$ cat src/rtl/cpd_pkg.sv
package cpd_pkg;

    typedef enum logic [1:0] {
        CLS_NONE  = 2'd0,
        CLS_SHORT = 2'd1,
        CLS_LONG  = 2'd2
    } width_cls_e;

endpackage

$ cat src/rtl/cpd_sync.sv
module cpd_sync #(
    parameter int STAGES = 2
) (
    input  logic clk_i,
    input  logic rst_i,
    input  logic raw_i,
    output logic sync_o
);

    typedef struct packed {
        logic [STAGES-1:0] sh;
    } sync_st_t;

    sync_st_t st_d, st_q;

    always_comb begin
        st_d    = st_q;
        st_d.sh = {st_q.sh[STAGES-2:0], raw_i};
    end

    always_ff @(posedge clk_i or posedge rst_i) begin
        if (rst_i) st_q <= '{sh: '1};
        else       st_q <= st_d;
    end

    assign sync_o = st_q.sh[STAGES-1];

endmodule

$ cat src/rtl/cpd_deglitch.sv
module cpd_deglitch #(
    parameter int GLITCH_CYC = 4
) (
    input  logic clk_i,
    input  logic rst_i,
    input  logic sync_i,
    output logic level_o
);

    localparam int CW = $clog2(GLITCH_CYC + 1);

    typedef struct packed {
        logic          level;
        logic [CW-1:0] run;
    } dg_st_t;

    dg_st_t st_d, st_q;

    always_comb begin
        st_d = st_q;
        if (sync_i != st_q.level) begin
            if (st_q.run == CW'(GLITCH_CYC - 1)) begin
                st_d.level = sync_i;
                st_d.run   = '0;
            end else begin
                st_d.run = st_q.run + 1'b1;
            end
        end else begin
            st_d.run = '0;
        end
    end

    always_ff @(posedge clk_i or posedge rst_i) begin
        if (rst_i) st_q <= '{level: 1'b1, run: '0};
        else       st_q <= st_d;
    end

    assign level_o = st_q.level;

    AST_LEVEL_FOLLOWS_INPUT: assert property (@(posedge clk_i) disable iff (rst_i)
        (st_q.level != $past(st_q.level)) |-> ($past(sync_i) == st_q.level))
        else $error("filtered level moved against its input");

    AST_RUN_BOUNDED: assert property (@(posedge clk_i) disable iff (rst_i)
        st_q.run < CW'(GLITCH_CYC))
        else $error("deglitch run counter out of range");

endmodule

$ cat src/rtl/cpd_width_class.sv
module cpd_width_class
    import cpd_pkg::*;
#(
    parameter int SHORT_MIN = 38,
    parameter int SHORT_MAX = 75,
    parameter int LONG_MIN  = 2000000,
    parameter int LONG_MAX  = 3000000
) (
    input  logic clk_i,
    input  logic rst_i,
    input  logic level_i,
    output logic attn_o,
    output logic rreq_o
);

    localparam int SAT = LONG_MAX + 1;
    localparam int CW  = $clog2(SAT + 1);

    typedef struct packed {
        logic          prev;
        logic [CW-1:0] width;
        logic          attn;
        logic          rreq;
    } wc_st_t;

    wc_st_t     st_d, st_q;
    width_cls_e cls;

    function automatic width_cls_e classify(input logic [CW-1:0] w);
        if (w >= CW'(SHORT_MIN) && w <= CW'(SHORT_MAX)) return CLS_SHORT;
        if (w >= CW'(LONG_MIN)  && w <= CW'(LONG_MAX))  return CLS_LONG;
        return CLS_NONE;
    endfunction

    always_comb begin
        st_d      = st_q;
        st_d.prev = level_i;
        st_d.attn = 1'b0;
        st_d.rreq = 1'b0;
        cls       = CLS_NONE;
        if (!level_i) begin
            if (st_q.prev)                   st_d.width = CW'(1);
            else if (st_q.width != CW'(SAT)) st_d.width = st_q.width + 1'b1;
        end else if (!st_q.prev) begin
            cls        = classify(st_q.width);
            st_d.attn  = (cls == CLS_SHORT);
            st_d.rreq  = (cls == CLS_LONG);
            st_d.width = '0;
        end
    end

    always_ff @(posedge clk_i or posedge rst_i) begin
        if (rst_i) st_q <= '{prev: 1'b1, width: '0, attn: 1'b0, rreq: 1'b0};
        else       st_q <= st_d;
    end

    assign attn_o = st_q.attn;
    assign rreq_o = st_q.rreq;

    AST_WIDTH_SATURATES: assert property (@(posedge clk_i) disable iff (rst_i)
        st_q.width <= CW'(SAT))
        else $error("width counter passed its ceiling");

    AST_REQ_EXCLUSIVE: assert property (@(posedge clk_i) disable iff (rst_i)
        !(st_q.attn && st_q.rreq))
        else $error("both requests raised together");

    AST_ATTN_SINGLE: assert property (@(posedge clk_i) disable iff (rst_i)
        st_q.attn |=> !st_q.attn)
        else $error("attention request longer than one cycle");

    AST_RREQ_SINGLE: assert property (@(posedge clk_i) disable iff (rst_i)
        st_q.rreq |=> !st_q.rreq)
        else $error("reset request longer than one cycle");

    AST_REQ_ON_RISE: assert property (@(posedge clk_i) disable iff (rst_i)
        (st_q.attn || st_q.rreq) |-> (st_q.prev && !$past(st_q.prev)))
        else $error("request raised away from a rising edge");

endmodule

$ cat src/rtl/ctl_pulse_discrim.sv
module ctl_pulse_discrim #(
    parameter int SYNC_STAGES = 2,
    parameter int GLITCH_CYC  = 4,
    parameter int SHORT_MIN   = 38,
    parameter int SHORT_MAX   = 75,
    parameter int LONG_MIN    = 2000000,
    parameter int LONG_MAX    = 3000000
) (
    input  logic clk_i,
    input  logic rst_i,
    input  logic ctl_n_i,
    input  logic task_active_i,
    input  logic rst_done_i,
    output logic attn_req_o,
    output logic rst_req_o,
    output logic busy_n_o
);

    typedef struct packed {
        logic hold;
    } top_st_t;

    logic    sync_w;
    logic    level_w;
    logic    attn_w;
    logic    rreq_w;
    top_st_t st_d, st_q;

    cpd_sync #(.STAGES(SYNC_STAGES)) u_sync (
        .clk_i  (clk_i),
        .rst_i  (rst_i),
        .raw_i  (ctl_n_i),
        .sync_o (sync_w)
    );

    cpd_deglitch #(.GLITCH_CYC(GLITCH_CYC)) u_deglitch (
        .clk_i   (clk_i),
        .rst_i   (rst_i),
        .sync_i  (sync_w),
        .level_o (level_w)
    );

    cpd_width_class #(
        .SHORT_MIN (SHORT_MIN),
        .SHORT_MAX (SHORT_MAX),
        .LONG_MIN  (LONG_MIN),
        .LONG_MAX  (LONG_MAX)
    ) u_class (
        .clk_i   (clk_i),
        .rst_i   (rst_i),
        .level_i (level_w),
        .attn_o  (attn_w),
        .rreq_o  (rreq_w)
    );

    always_comb begin
        st_d = st_q;
        if (rreq_w)          st_d.hold = 1'b1;
        else if (rst_done_i) st_d.hold = 1'b0;
    end

    always_ff @(posedge clk_i or posedge rst_i) begin
        if (rst_i) st_q <= '{hold: 1'b0};
        else       st_q <= st_d;
    end

    assign attn_req_o = attn_w;
    assign rst_req_o  = rreq_w;
    assign busy_n_o   = ~(task_active_i | st_q.hold | rreq_w);

    AST_HOLD_AFTER_REQ: assert property (@(posedge clk_i) disable iff (rst_i)
        rst_req_o |=> !busy_n_o)
        else $error("busy released right after a reset request");

    AST_RELEASE_NEEDS_DONE: assert property (@(posedge clk_i) disable iff (rst_i)
        (!$past(busy_n_o) && !$past(task_active_i) && !$past(rst_done_i)
         && !$past(rst_req_o)) |-> !busy_n_o)
        else $error("busy hold dropped without completion");

endmodule

$ cat config.mk
export PLATFORM = sky130hd
export DESIGN_NAME = ctl_pulse_discrim
export DESIGN_NICKNAME = d
export VERILOG_FILES = /design/src/rtl/cpd_pkg.sv /design/src/rtl/cpd_sync.sv /design/src/rtl/cpd_deglitch.sv /design/src/rtl/cpd_width_class.sv /design/src/rtl/ctl_pulse_discrim.sv
export SDC_FILE = /design/constraint.sdc
export NUM_CORES = 1
export LEC_CHECK = 0
export BUFFER_PORTS_ARGS = -buffer_cell sky130_fd_sc_hd__buf_2
export CAP_MARGIN = 0
export CORE_MARGIN = 2
export CORE_UTILIZATION = 35
export CTS_CLUSTER_DIAMETER = 50
export DETAILED_ROUTE_END_ITERATION = 10
export GPL_ROUTABILITY_DRIVEN = 0
export PLACE_DENSITY = 0.52
export SYNTH_ARGS = -nofsm -noshare
export SYNTH_HDL_FRONTEND = slang
export SYNTH_SLANG_ARGS = --single-unit
$ cat constraint.sdc
create_clock -name clk_i -period 1.7 [get_ports clk_i]
set_input_delay 0.255 -clock clk_i [delete_from_list [all_inputs] [get_ports clk_i]]
set_output_delay 0.255 -clock clk_i [all_outputs]
set_load 0.1 [all_outputs]
### Word-level counts from Yosys, hierarchy flattened

Cells that the tools add are included.

* register bits: 32
* bits of input ports: 5
* output and inout port bits: 3
* logic and storage cells: 51

* add/subtract/negate cells: 2
* $lt $le $gt $ge: 4
* eq/ne operators: 6
* multiplexer cells: 22
* bitwise logic cells: 3
* reduce and logical (&&, ||, !) cells: 6

Operators with widths (count)
* $mux W22: 3
* $mux W24: 1
* $add A22 B1 Y22 const B: 1
* $ge A22 B21 Y1 const B: 1
* $ge A22 B6 Y1 const B: 1
* $le A22 B22 Y1 const B: 1
* $le A22 B7 Y1 const B: 1
* $ne A22 B22 Y1 const B: 1
* $mux W2: 7
* $mux W1: 9
* $mux W3: 2
* $reduce_and A2 Y1: 2
* $add A3 B1 Y3 const B: 1
* $eq A3 B2 Y1 const B: 1
* $reduce_bool A3 Y1: 1
* $eq A2 B1 Y1 const B: 1
* $eq A2 B2 Y1 const B: 1
* $logic_and A1 B1 Y1: 2
* $ne A2 B2 Y1 const B: 1
* $or A1 B1 Y1: 2
* $reduce_bool A2 Y1: 1
* $ne A1 B1 Y1: 1
* $not A1 Y1: 1

### Longest topological paths before layout

Gate-level depths: netlist (run 1).

* depth in word-level cells: 15
* mapped depth: 7
* gate-level depth less buffers: 6

### Modules after synthesis

A second synthesis (run 1) with hierarchy kept.

* cell total of the unflattened synthesis: 200
* area, all modules: 1795.5 sq um

By module, submodules not included
* cpd_width_class: instances 1, cells an instance 180, area each 1517.7 sq um, seq. area each 626.9 sq um
* cpd_deglitch: instances 1, cells an instance 12, area each 171.4 sq um, seq. area each 101.3 sq um
* cpd_sync: instances 1, cells an instance 3, area each 56.3 sq um, seq. area each 52.6 sq um
* ctl_pulse_discrim: instances 1, cells an instance 5, area each 50.0 sq um, seq. area each 25.0 sq um

### Worst setup path after synthesis (run 1)

OpenSTA, ideal clock, no wires.

* kind: register to output
* start: register u_class.st_q (netlist bit u_class.rreq_o)
* end: output busy_n_o
* arrival: 2.953 ns
* data required time: 1.445 ns
* setup slack: -1.508 ns
* cell stages (with the launch flop): 2
* path buffers: 0
* cell sequence: dfrtp_1 > nor3_1

* longest elaborated chain between the ends: 2

Ends and longest elaborated chain
* start, declared: RTL line cpd_width_class.sv:26 `wc_st_t st_d, st_q;`
* start signal, assigned: RTL line cpd_width_class.sv:53 `if (rst_i) st_q <= '{prev: 1'b1, width: '0, attn: 1'b0, rreq: 1'b0};`
* start signal, assigned: RTL line cpd_width_class.sv:54 `else st_q <= st_d;`
* $or A1 B1 Y1: RTL line ctl_pulse_discrim.sv:69 `assign busy_n_o = ~(task_active_i | st_q.hold | rreq_w);`
* $not A1 Y1: RTL line ctl_pulse_discrim.sv:69
* end, declared: RTL line ctl_pulse_discrim.sv:16 `output logic busy_n_o`

No other way between the ends.

### Worst setup path after layout (run 1)

* start: register u_class.st_q[15] (netlist bit)
* end: register u_class.st_q[3] (netlist bit)

* longest elaborated chain between the ends: 3

Ends and longest elaborated chain
* $ne A22 B22 Y1: RTL line cpd_width_class.sv:43 `else if (st_q.width != CW'(SAT)) st_d.width = st_q.width + 1'b1;`
* $reduce_bool A3 Y1 (no line)
* $reduce_and A2 Y1 (no line)

No other way between the ends.
A chain may end at the register's enable or synchronous reset.

==> results of run 1 <==
## through the flow
step | setup TNS, ns | hold WS [ns]
final | -0.408 | 0.0525
after global routing | -0.936 | 0.0584
after CTS | -0.423 | 0.0655
after detailed placement | -0.403 | 0.351
after global placement | -0.106 | 0.347
after floorplan | -0.256 | 0.259
## area by class of cell
type | count | area share
clock buffers | 6 | 0.0303
well taps | 70 | 0.0365
clock inverters | 2 | 0.0146
inverters | 5 | 0.00783
repair buffers | 46 | 0.140
multi-input cells | 147 | 0.433
flip-flops and latches | 32 | 0.338
## synth_stat cells, drive strengths merged, types with 2 or more instances
master	n
nor4	6
or3	2
a31oi	6
a21o	3
nor3	4
dfrtp	28
nand4	4
buf	2
o31ai	5
nor2b	2
nand3	14
nand2	24
nor2	8
and3	6
clkbuf	9
xor2	3
ha	4
o22ai	2
a211o	3
a21oi	8
dfstp	4
o21ai	28
or4	2
inv	5
## worst max-delay path, stage by stage, from the launching register on
cell     delay (ns)
dfrtp_1        0.39
or3_4          0.41
nor4_4         0.36
nand3_4        0.14
buf_4          0.16
mux2i_1        0.14
o22ai_1        0.10
## per-layer routing
metal  part of all wire  wire, um
met5                  0         0
met4              0.021        97
met3              0.025       118
met2               0.49      2280
met1               0.47      2180
## sequential cells by signal, indices dropped and copies added (netlist names)
name	count
st_q	1
u_sync.st_q	2
u_class.rreq_o	1
u_class.st_q	23
u_class.attn_o	1
u_deglitch.level_o	1
u_deglitch.st_q	3
## power by group through the flow
| stage | logic, mW | clock network [mW] | registers, mW |
|---|---|---|---|
| after floorplan | 0.601 | 0 | 0.927 |
| after global placement | 0.930 | 0 | 0.932 |
| after detailed placement | 0.951 | 0 | 0.942 |
| after CTS | 0.969 | 0.738 | 0.928 |
| after global routing | 1.11 | 0.771 | 0.958 |
| final | 1.01 | 0.725 | 0.940 |
## logic make-up (layout without fill, tap and decap cells)
group,count (synthesis),count (layout)
simple gates,79,79
compound gates,58,58
flops,32,32
buf+inv,16,59
fa+ha+maj,4,4
xor+xnor,4,4
mux,2,2
## repair_timing
item                       CTS  global route
setup buffers                1             2
pin swaps                    1             2
setup endpoints to repair   13            19
cloned                       0             0
gates resized for setup      3            24
## final timing paths
path                                  start  depth (start not counted)                to
setup / recovery           u_class.st_q[15]                          6   u_class.st_q[3]
hold / removal                        rst_i                          3  u_class.st_q[12]
setup reg to reg           u_class.st_q[15]                          6   u_class.st_q[3]
hold reg to reg              u_sync.st_q[0]                          0    u_sync.st_q[1]
max in group asynchronous             rst_i                          3    u_sync.st_q[0]
min in group clk_i                  ctl_n_i                          1    u_sync.st_q[0]
==> results.toml, run 1 <==
[synthesis]
synthSimpleGateAreaFrac = 0.267
async_reset_ff_frac = 1.00
yosys.area_share.xor_xnor = 0.0193
synth_compound_area_frac = 0.190
syn_area_mm2 = 0.00181
synth_cell_types = 46
synth_area_leaders = "dfrtp_1 (39%), o21ai_0 (7.7%), dfstp_2 (5.8%), nand2_1 (5.0%), nand3_1 (3.6%)"
ys_seq_area_frac = 0.444
synthAdderAreaFrac = 0.0276
synthFlopType = "dfrtp_1"
ys_warn_count = 0
muxShareOfSynthArea = 0.0117
synth_top_family_by_area = "simple AND/OR/NAND/NOR gates"
synthCells = 195
synth_enable_flop_cells = 0
syn-num-nets = 204
syn_area_per_cell_um2 = 9.30
yosysTopAreaCell = "dfrtp_1"
ys_ff_latch = 32
synth_top_area_frac = 0.386

[pwr]
internal_power_mw = 1.71
total_power_mw = 2.68
pwr-share-clk = 0.271
max-vdd-ir-drop_mv = 0.679
switchingPower_mw = 0.967
power_density_mw_per_mm2 = 1120
p_comb_frac = 0.379
swShare = 0.361
power_leakage_nw = 1.11
pwr-share-seq = 0.351

[job]
cap_viol_max_count = 0

[timing]
setup_ws_ns = -0.136
finalSetupViolCount = 7
rsz0062_at_grt = "true"
max_freq_mhz = 545
finClkSkew_ns = 0.00635
hold_violations = 0
slew_violations = 0
maxSlewHeadroom = 0.544
worst_slew_pin_slew_ns = 0.681
min_period_over_period = 1.08
fin_crit_ns = 1.84

[worst_hold_path]
hp-class = "input port to async pin"

[drt]
drt-vias-per-instance = 5.35
dr.pass1.iters = 4
drt_iter0_drc = 102
num_vias = 1648
wl_per_cell_um = 15.2
drc = 0
totalWireLength_um = 4680
route.antenna.remaining_nets = 0

[die]
floorplan.die_area_mm2 = 0.00577
fp.dieW_um = 76.0
ios = 8
die_h_um = 76.0
rows = 26
start_util = 0.360
coreArea_mm2 = 0.00504

[layout]
regArea_um2 = 811
drive_gt1_frac = 0.366
syn2layout_area_growth_pct = 32.2
fillerInstances = 455
antenna_cells = 0
nets = 246
layout_common_cells = "buf_4 (37), o21ai_0 (24), dfrtp_1 (24)"
fin_cells = 308
final_util = 0.475
final_common_cell = "buf_4"
fin_area_mm2 = 0.00240
multiInputGateArea_mm2 = 0.00104

[grt]
antenna_found_initial = 0
grt_first_pass_wirelength_um = 7890
use_met3 = 0.0332
grt_pass1_vias = 1689
top_usage_layer = "met2"
grt_overflow = 0
grt_use_total = 0.169
grt_max_degree = 33
met1_usage = 0.212
use_met2 = 0.274

[clock_tree]
hold_buffers = 0
cts_tree = "yes"
cts-root-buf = "clkbuf_8"
cts_buffer_depth = 2
clk_latency_ns = 0.28
clk_pin_slew_ns = 0.07
cts_buffers = 5
htreeDepth = 2
clkSinkCount = 32

[status]
outcome = "finished with violations"
failed_checks = "setup timing"

[setup_path]
critical_path_arrival_ns = 1.98
cp-end-kind = "flip-flop"
reg2reg_slack_ns = -0.14
path_max_fanout = 5
critPathLaunchType = "flip-flop"
cp.required_ns = 1.85
crit_type = "flip-flop to flip-flop"

[placement]
place_hpwl_um = 3220
port_buffers = 7
place_ws_ns = -0.119
place_inst = 297
placed_area_mm2 = 0.00217
(Power assumes the default switching activity.)
==> inputs of run 2 (changes only) <==
- CORE_UTILIZATION: 35 -> 54
- PLACE_DENSITY: 0.52 -> 0.74
==> run 2 against run 1 <==
Net effect:
- the flow still finishes with violations (setup timing)
- global-route usage increased by 9.3 points
- register-to-register slack hardly changed
- clock skew rose by 0.0018 ns
- maximum frequency is essentially flat
- critical path type unchanged
- power fell by 10%
- die area shrank 34%
- sequential share of layout area grew 1.7 points
- critical path depth did not move
- cell area decreased by 4.9%
- sequential power is 0.5% higher
- wire length decreased by 4.3%
- first-iteration DRC count decreased by 32%
==> results.toml, run 2 (synthesized netlist as in run 1, its figures left out) <==
[timing]
setup_ws_ns = -0.135
min_period_over_period = 1.08
finalSetupViolCount = 8
max_freq_mhz = 545
maxSlewHeadroom = 0.672
finalSetupTns_ns = -0.612
fin_crit_ns = 1.83
hold_violations = 0
worst_slew_pin_slew_ns = 0.495
finClkSkew_ns = 0.00813
rsz0062_at_grt = "true"
slew_violations = 0

[clock_tree]
clk_latency_ns = 0.35
cts_buffer_depth = 2
cts-root-buf = "clkbuf_4"
cts_tree = "yes"
cts_buffers = 5
clkSinkCount = 32
clk_pin_slew_ns = 0.11
htreeDepth = 2

[die]
rows = 21
floorplan.die_area_mm2 = 0.00384
start_util = 0.552
coreArea_mm2 = 0.00328
die_h_um = 61.9
fp.dieW_um = 61.9
ios = 8

[drt]
route.antenna.remaining_nets = 0
drt-vias-per-instance = 5.97
drt_iter0_drc = 69
wl_per_cell_um = 16.0
dr.pass1.iters = 4
drc = 0
totalWireLength_um = 4470
num_vias = 1672

[grt]
grt_first_pass_wirelength_um = 7120
grt_use_total = 0.261
grt_pass1_vias = 1567
grt_overflow = 0
antenna_found_initial = 0
grt_max_degree = 33

[layout]
syn2layout_area_growth_pct = 25.7
final_common_cell = "buf_4"
nets = 242
drive_gt1_frac = 0.329
largest_reg_flops = 23
largestRegisters = "u_class.st_q x23, u_deglitch.st_q x3, u_sync.st_q x2"
top_register = "u_class.st_q"
layout_common_cells = "buf_4 (31), o21ai_0 (26), dfrtp_1 (25)"
fin_cells = 280
antenna_cells = 0

[setup_path]
crit_family = "simple AND/OR/NAND/NOR gates"
crit_buf_inv = 1
path_max_fanout = 4
cp.required_ns = 1.93
reg2reg_slack_ns = -0.13
critPathLaunchType = "flip-flop"
critical_path_arrival_ns = 2.06
slowest_stage = "or4_4"
crit_type = "flip-flop to flip-flop"
path_cells = "or4_4 -> nor4_4 -> nand3_4 -> buf_6 -> mux2i_1 -> o22ai_1"
cp-end-kind = "flip-flop"
critPathMaxStageDelay_ns = 0.56

[worst_hold_path]
hp-class = "input port to flip-flop"

[status]
failed_checks = "setup timing"
outcome = "finished with violations"

[placement]
port_buffers = 7
place_inst = 268
place_hpwl_um = 3070
place_ws_ns = -0.126

[pwr]
power_leakage_nw = 1.08
power_density_mw_per_mm2 = 1060
max-vdd-ir-drop_mv = 0.907

[job]
cap_viol_max_count = 0
## run 2: cell types whose count changed in the layout (fill, tap and decap cells not counted), moves of 2 or more
| cell | previous run | this run |
|---|---|---|
| buf_4 | 37 | 31 |
| clkbuf_4 | 0 | 5 |
| clkbuf_8 | 5 | 0 |
| dlygate4sd3_1 | 0 | 2 |
| nand2_2 | 0 | 2 |
| nand3_1 | 9 | 11 |
| o21ai_0 | 24 | 26 |
## run 2: layer usage
metal	part of all wire	up-vias	GRT usage
met5	0	-	0
met4	0.026	0	0.164
met3	0.046	14	0.0663
met2	0.51	65	0.435
met1	0.41	801	0.299
li1	-	792	-
## run 2: cell type report
cell class / count / area [um2]
clock buffer: 5 / 37.5
clock inverter: 3 / 42.5
fill: 253 / 1000
inverter: 5 / 18.8
multi-input combinational: 147 / 1000
sequential: 32 / 810
tap: 46 / 57.6
timing repair buffer: 42 / 310
## run 2: through the flow
| stage | utilization | hold slack [ns] | area (um2) | total power [mW] |
|---|---|---|---|---|
| 6_report | 0.694 | 0.175 | 2280 | 2.41 |
| 2_1_floorplan | - | 0.259 | 1830 | 1.53 |
| 3_3_place_gp | 0.639 | 0.347 | 2100 | 1.75 |
| 5_1_grt | 0.694 | 0.199 | 2280 | 2.56 |
| 4_1_cts | 0.675 | 0.174 | 2220 | 2.38 |
| 3_5_place_dp | 0.639 | 0.349 | 2100 | 1.78 |
## run 2: where the power goes
group	leakage, nW	switching [mW]	internal, mW	total (mW)
clock network	0.0412	0.275	0.306	0.581
logic	0.612	0.535	0.350	0.885
registers	0.423	0.0865	0.859	0.945
## run 2: timing repair
action / 4_1_cts / 5_1_grt
buffers inserted: 0 / 2
setup endpoints to repair: 12 / 18
gates resized for setup: 8 / 11
hold buffers: 2 / 0
pin swaps: 1 / 1
endpoints found under the hold margin: 29 / 0
cloned: 0 / 0
## run 2: worst register-to-register path, cell delays in order, from the launching register on
cell     delay (ns)
dfrtp_1        0.40
or4_4          0.56
nor4_4         0.22
nand3_4        0.13
buf_6          0.14
mux2i_1        0.16
o22ai_1        0.10
## run 2: worst paths after layout
kind,start,end,cells after the start
hold / removal,rst_done_i,st_q,3
max in group asynchronous,rst_i,u_class.st_q[24],4
min in group asynchronous,rst_i,u_class.st_q[2],4
setup / recovery,u_class.st_q[6],u_class.st_q[3],6
setup reg to reg,u_class.st_q[6],u_class.st_q[3],6
hold reg to reg,u_sync.st_q[0],u_sync.st_q[1],0
